===== src/rtl/wdt_pkg.sv =====
package wdt_pkg;

    localparam int CFG_W   = 8;
    localparam int MULT_W  = 5;
    localparam int RES_W   = 2;
    localparam int NUM_RES = 1 << RES_W;

    typedef enum logic [RES_W-1:0] {
        RATE_SIXTEENTH = 2'd0,
        RATE_QUARTER   = 2'd1,
        RATE_ONE       = 2'd2,
        RATE_FOUR      = 2'd3
    } wdt_rate_e;

    typedef struct packed {
        logic              to_reset;
        logic [MULT_W-1:0] mult;
        wdt_rate_e         rate;
    } wdt_cfg_t;

    function automatic wdt_cfg_t unpack_cfg(input logic [CFG_W-1:0] raw);
        return wdt_cfg_t'(raw);
    endfunction

    function automatic logic is_clear_code(input logic [CFG_W-1:0] raw);
        return raw == '0;
    endfunction

endpackage


===== src/rtl/wdt_edge_sync.sv =====
module wdt_edge_sync #(
    parameter int STAGES = 2
) (
    input  logic clk,
    input  logic rst,
    input  logic pin_async,
    output logic toggled
);
    localparam int CHAIN = STAGES + 1;

    logic [CHAIN-1:0] chain_q;

    genvar g;
    generate
        for (g = 0; g < CHAIN; g++) begin : g_stage
            if (g == 0) begin : g_first
                always_ff @(posedge clk) begin
                    if (rst) chain_q[g] <= 1'b0;
                    else     chain_q[g] <= pin_async;
                end
            end else begin : g_next
                always_ff @(posedge clk) begin
                    if (rst) chain_q[g] <= 1'b0;
                    else     chain_q[g] <= chain_q[g-1];
                end
            end
        end
    endgenerate

    assign toggled = chain_q[CHAIN-1] ^ chain_q[CHAIN-2];

endmodule


===== src/rtl/wdt_tick_mux.sv =====
module wdt_tick_mux
    import wdt_pkg::*;
(
    input  logic [NUM_RES-1:0] ticks,
    input  wdt_rate_e          rate,
    output logic               tick_sel
);
    always_comb begin
        tick_sel = 1'b0;
        for (int i = 0; i < NUM_RES; i++) begin
            if (rate == wdt_rate_e'(i)) tick_sel = ticks[i];
        end
    end
endmodule


===== src/rtl/wdt_countdown.sv =====
module wdt_countdown
    import wdt_pkg::*;
#(
    parameter int RST_CYC = 8
) (
    input  logic              clk,
    input  logic              rst,
    input  logic              restart,
    input  logic [MULT_W-1:0] load_val,
    input  logic [MULT_W-1:0] cur_mult,
    input  logic              tick,
    input  logic              to_reset,
    input  logic              irq_clear,
    output logic              pulse_active,
    output logic              irq_flag
);
    localparam int PW = $clog2(RST_CYC + 1);

    logic [MULT_W-1:0] remain_q;
    logic [PW-1:0]     pulse_q;
    logic              irq_q;
    logic              counting;
    logic              expire;

    assign counting = (pulse_q == '0) && (cur_mult != '0) && tick;
    assign expire   = !restart && counting && (remain_q == MULT_W'(1));

    always_ff @(posedge clk) begin
        if (rst) begin
            remain_q <= '0;
        end else if (restart) begin
            remain_q <= load_val;
        end else if (expire) begin
            remain_q <= to_reset ? cur_mult : '0;
        end else if (counting && remain_q > MULT_W'(1)) begin
            remain_q <= remain_q - MULT_W'(1);
        end
    end

    always_ff @(posedge clk) begin
        if (rst) begin
            pulse_q <= '0;
        end else if (expire && to_reset) begin
            pulse_q <= PW'(RST_CYC);
        end else if (pulse_q != '0) begin
            pulse_q <= pulse_q - PW'(1);
        end
    end

    always_ff @(posedge clk) begin
        if (rst) begin
            irq_q <= 1'b0;
        end else if (irq_clear) begin
            irq_q <= 1'b0;
        end else if (expire && !to_reset) begin
            irq_q <= 1'b1;
        end
    end

    assign pulse_active = (pulse_q != '0);
    assign irq_flag     = irq_q;

endmodule


===== src/rtl/wdt_supervisor.sv =====
module wdt_supervisor
    import wdt_pkg::*;
#(
    parameter int RST_CYC     = 8,
    parameter int SYNC_STAGES = 2
) (
    input  logic               clk,
    input  logic               rst,
    input  logic               wr_en,
    input  logic [CFG_W-1:0]   wr_data,
    input  logic               wdi_pin,
    input  logic [NUM_RES-1:0] res_tick,
    output logic               rst_out,
    output logic               irq_out
);
    wdt_cfg_t cfg_q;
    wdt_cfg_t cfg_new;
    logic     kick;
    logic     tick_sel;
    logic     restart;

    assign cfg_new = unpack_cfg(wr_data);

    always_ff @(posedge clk) begin
        if (rst)        cfg_q <= '0;
        else if (wr_en) cfg_q <= cfg_new;
    end

    wdt_edge_sync #(.STAGES(SYNC_STAGES)) u_sync (
        .clk       (clk),
        .rst       (rst),
        .pin_async (wdi_pin),
        .toggled   (kick)
    );

    wdt_tick_mux u_mux (
        .ticks    (res_tick),
        .rate     (cfg_q.rate),
        .tick_sel (tick_sel)
    );

    assign restart = wr_en || kick;

    wdt_countdown #(.RST_CYC(RST_CYC)) u_cnt (
        .clk          (clk),
        .rst          (rst),
        .restart      (restart),
        .load_val     (wr_en ? cfg_new.mult : cfg_q.mult),
        .cur_mult     (cfg_q.mult),
        .tick         (tick_sel),
        .to_reset     (cfg_q.to_reset),
        .irq_clear    (wr_en && is_clear_code(wr_data)),
        .pulse_active (rst_out),
        .irq_flag     (irq_out)
    );

endmodule


===== config.mk =====
export PLATFORM = sky130hd
export DESIGN_NAME = wdt_supervisor
export DESIGN_NICKNAME = d
export VERILOG_FILES = /design/src/rtl/wdt_pkg.sv /design/src/rtl/wdt_edge_sync.sv /design/src/rtl/wdt_tick_mux.sv /design/src/rtl/wdt_countdown.sv /design/src/rtl/wdt_supervisor.sv
export SDC_FILE = /design/constraint.sdc
export NUM_CORES = 1
export LEC_CHECK = 0
export BUFFER_PORTS_ARGS = -buffer_cell sky130_fd_sc_hd__buf_2
export CAP_MARGIN = 10
export CELL_PAD_IN_SITES_DETAIL_PLACEMENT = 0
export CELL_PAD_IN_SITES_GLOBAL_PLACEMENT = 1
export CORE_MARGIN = 2
export CORE_UTILIZATION = 41
export DETAILED_ROUTE_END_ITERATION = 6
export GPL_TIMING_DRIVEN = 0
export PLACE_DENSITY = 0.75
export REMOVE_ABC_BUFFERS = 1
export SLEW_MARGIN = 20
export SYNTH_ARGS = -nofsm -noshare
export SYNTH_HDL_FRONTEND = slang
export SYNTH_SLANG_ARGS = --single-unit

===== constraint.sdc =====
create_clock -name clk -period 2.9 [get_ports clk]
set_clock_uncertainty 0.15 [all_clocks]
set_input_delay 0.145 -clock clk [delete_from_list [all_inputs] [get_ports clk]]
set_output_delay 0.145 -clock clk [all_outputs]
set_load 0.01 [all_outputs]

==> summary.md <==
| Metric | Value |
|---|---|
| H-tree depth | `1` |
| Crit. End Element | `register` |
| DIE WIDTH | `around 57 um` |
| DRC | `0` |
| Setup violators final | `0` |
| CP Data Required Time | `3000 ps` |
| Max VDD drop | `0.514 mV` |
| Clock latency on the worst-skew pair | `320 ps` |
| Max-slew violation count | `0` |
| Antenna violations before repair | `0` |
| Post-route clock period utilization | `0.796` |
| Vias in the first global route | `953` |
| Hold crit path type | `in2reg` |
| FMAX | `433 MHz` |
| Die height | `56.5 um` |
| Critical path type | `reg2reg` |
| Hold-fix buffers, CTS | `8` |
| WP buf/inv | `1` |
| Drt pass-1 iters | `4` |
| Register area share after synthesis | `0.372` |
| Startpoint types | `register` |
| GRT Util Overall | `0.171` |
| #FFs+latches synth | `21` |
| Die area | `3200 um2` |
| Mapped Cells | `~120` |
| Grt ovf | `0` |
| TritonCTS Buffers | `3` |
| RSZ-0062 raised after global routing | `false` |
| Non-filler cells, final | `178` |
| CP Data Arrival Time | `2410 ps` |
| Top Family by Delay on Critical Path | `simple AND/OR/NAND/NOR gates` |
| TritonCTS clock tree | `done` |
| Post CTS Setup Buffer Count | `0` |
| Detail Route Antenna Nets | `0` |
| Max Root-Sink Buffers | `2` |
| Post-Syn Area | `1130 um2` |
| Crit-path slowest cell | `nor4_4` |
| Distinct cells, synth | `40` |
| HPWL Detailed | `1730 um` |
| Inst Count DP | `166` |
| RePlAce Congestion | `approximately 0.8` |
| # fillers | `around 260` |
| CP max FO | `6` |
| CTS clk-pin slew, worst paths | `130 ps` |
| # nets final | `168` |
| Met3 WL | `86 um` |
| Worst-margin pin slew | `between 700 and 800 ps` |
| Antenna fix cells | `0` |
| Via count | `963` |
| Routed len/inst | `approximately 13 um` |
| I/O pins | `18` |
| Layout area overhead | `18.9%` |
| # port buffers | `17` |
| Final min period | `2310 ps` |
| Slew headroom | `0.490` |
| DRT iter0 DRCs | `35` |
| Synth warn | `0` |
| Global-route wire length before repair | `4310 um` |
| Wire length on met2 | `about 1200 um` |
| Crit-path max cell delay | `460 ps` |
| Cell chain of the critical path | `inv_1, ha_1, nor3b_4, o211ai_4, nor4_4, mux2_4, o21ai_2` |
| Post-DR vias/cell | `5.41` |
| PwrDens | `between 600 and 700 nW/um2` |
| Outcome | `complete, no violations` |
| Rows | `19` |
| Final Hold Viols | `0` |
| Routed WL | `approximately 2400 um` |
| Final setup TNS | `0 ps` |
| Largest net degree at the start of global routing | `20` |
| CTS resizes | `0` |
| CORE AREA | `2690 um2` |
| Metal-1 WL | `1030 um` |
| Proportion of layout cells with a drive suffix above 1 | `0.204` |
| Pleak | `0.536 nW` |
| Clock root cell | `clkbuf_4` |
| # clock sinks | `21` |
| Initial Util | `0.421` |
| Maxcap violations | `0` |
| Mean area per synthesized cell | `9.20 um2` |
| Top routing layer in use | `met4` |
-- placed cells by master, fill, tap and decap left out, types with 2 or more instances in the layout --
cell type / Yosys / layout
mux2i_1: 8 / 8
dfxtp_1: 21 / 21
inv_1: 6 / 6
buf_2: 1 / 17
nand2_1: 8 / 8
a211oi_1: 2 / 2
dlygate4sd3_1: 0 / 8
xnor2_1: 4 / 4
xor2_1: 2 / 2
nand3_1: 3 / 3
nor2b_1: 5 / 5
nor3_1: 6 / 6
nor2_1: 14 / 14
a221oi_1: 2 / 2
ha_1: 4 / 4
o21ai_0: 5 / 5
a21oi_1: 5 / 5
clkbuf_4: 0 / 3
and3_1: 2 / 2
-- cells by family (layout without fill, tap and decap cells) --
| family | after synthesis | after routing | synth area share |
|---|---|---|---|
| muxes | 10 | 10 | 0.104 |
| and+or+nand+nor | 50 | 50 | 0.261 |
| DFF | 21 | 21 | 0.372 |
| xor gates and xnor gates | 6 | 6 | 0.0465 |
| adders and majority gates | 4 | 4 | 0.0442 |
| AOI/OAI and AO/OA | 21 | 21 | 0.135 |
| buffers and inverters | 11 | 35 | 0.0376 |
-- cell usage after synthesis, drive strengths merged --
cell type   n  area share
nor4        2       0.024
o211ai      2       0.025
nor3        7       0.041
clkbuf      3       0.010
nor3b       2       0.023
nor2b       5       0.028
o31ai       1      0.0066
buf         2      0.0077
a211oi      2       0.013
mux2        1       0.013
a32o        1      0.0088
a21oi       5       0.022
or3         1      0.0055
nand3       3       0.013
a311oi      1      0.0077
mux2i       8       0.071
nand2b      1      0.0055
ha          4       0.044
or4         2       0.017
nand3b      1      0.0066
mux4        1       0.020
nor2       15       0.052
a31oi       1      0.0055
inv         6       0.020
dfxtp      21        0.37
and3        2       0.011
nand2       8       0.027
o21ai       6       0.030
xnor2       4       0.031
nor4b       1      0.0077
a221oi      2       0.015
xor2        2       0.015
-- flip-flops by register name, indices dropped and copies added, names as in the netlist --
name            count
u_sync.chain_q      3
cfg_q               8
u_cnt.remain_q      5
u_cnt.irq_flag      1
u_cnt.pulse_q       4
-- power breakdown --
| group | leakage [nW] | switching (mW) | total [mW] | internal [mW] |
|---|---|---|---|---|
| registers | 0.173 | 0.0437 | 0.374 | 0.331 |
| clock network | 0.0139 | 0.0978 | 0.150 | 0.0527 |
| logic | 0.349 | 0.175 | 0.335 | 0.160 |
-- worst reg2reg max path, cell delays in order, from the launching register on --
cell and delay [ps]:
dfxtp_1 330, inv_1 110, ha_1 190, nor3b_4 370
o211ai_4 180, nor4_4 460, mux2_4 340, o21ai_2 110
-- worst paths after layout --
path	startpoint	to	slack (ps)	cells after the start
worst min register to register	u_sync.chain_q[0]$_SDFF_PP0_	u_sync.chain_q[1]$_SDFF_PP0_	310	1
worst min-delay path	wr_data[3]	cfg_q[3]$_SDFFE_PP0P_	20	3
worst max register to register	u_cnt.pulse_q[0]$_SDFFE_PP0P_	u_cnt.remain_q[0]$_SDFFE_PP0P_	590	7
worst max-delay path	u_cnt.pulse_q[0]$_SDFFE_PP0P_	u_cnt.remain_q[0]$_SDFFE_PP0P_	590	7
-- layer usage --
layer	vias to the layer above	track usage
li1	485	-
met1	453	0.223
met2	21	0.291
met3	4	0.0207
met4	0	0.0612
met5	-	0
-- final cells by class --
cell class                      count  area (um2)  share of cell area
Clock buffer                        3        22.5              0.0167
Clock inverter                      1        7.51             0.00558
Inverter                            6        22.5              0.0167
Multi-Input combinational cell     91         668               0.497
Sequential cell                    21         420               0.313
Tap cell                           31        38.8              0.0288
Timing Repair Buffer               25         165               0.123
-- stage by stage --
| stage | setup WS (ps) | instance area, um2 | util | power (mW) | hold slack (ps) |
|---|---|---|---|---|---|
| final | 592 | 1350 | 0.501 | 0.860 | 22.4 |
| after global routing | 405 | 1350 | 0.501 | 0.934 | 17.8 |
| after CTS | 576 | 1350 | 0.501 | 0.867 | 20.3 |
| after detailed placement | 615 | 1230 | 0.460 | 0.709 | 212 |
| after global placement | 648 | 1230 | 0.460 | 0.699 | 210 |
| after floorplan | 869 | 1110 | - | 0.631 | 64.1 |
Power figures use the tool's default switching activity.
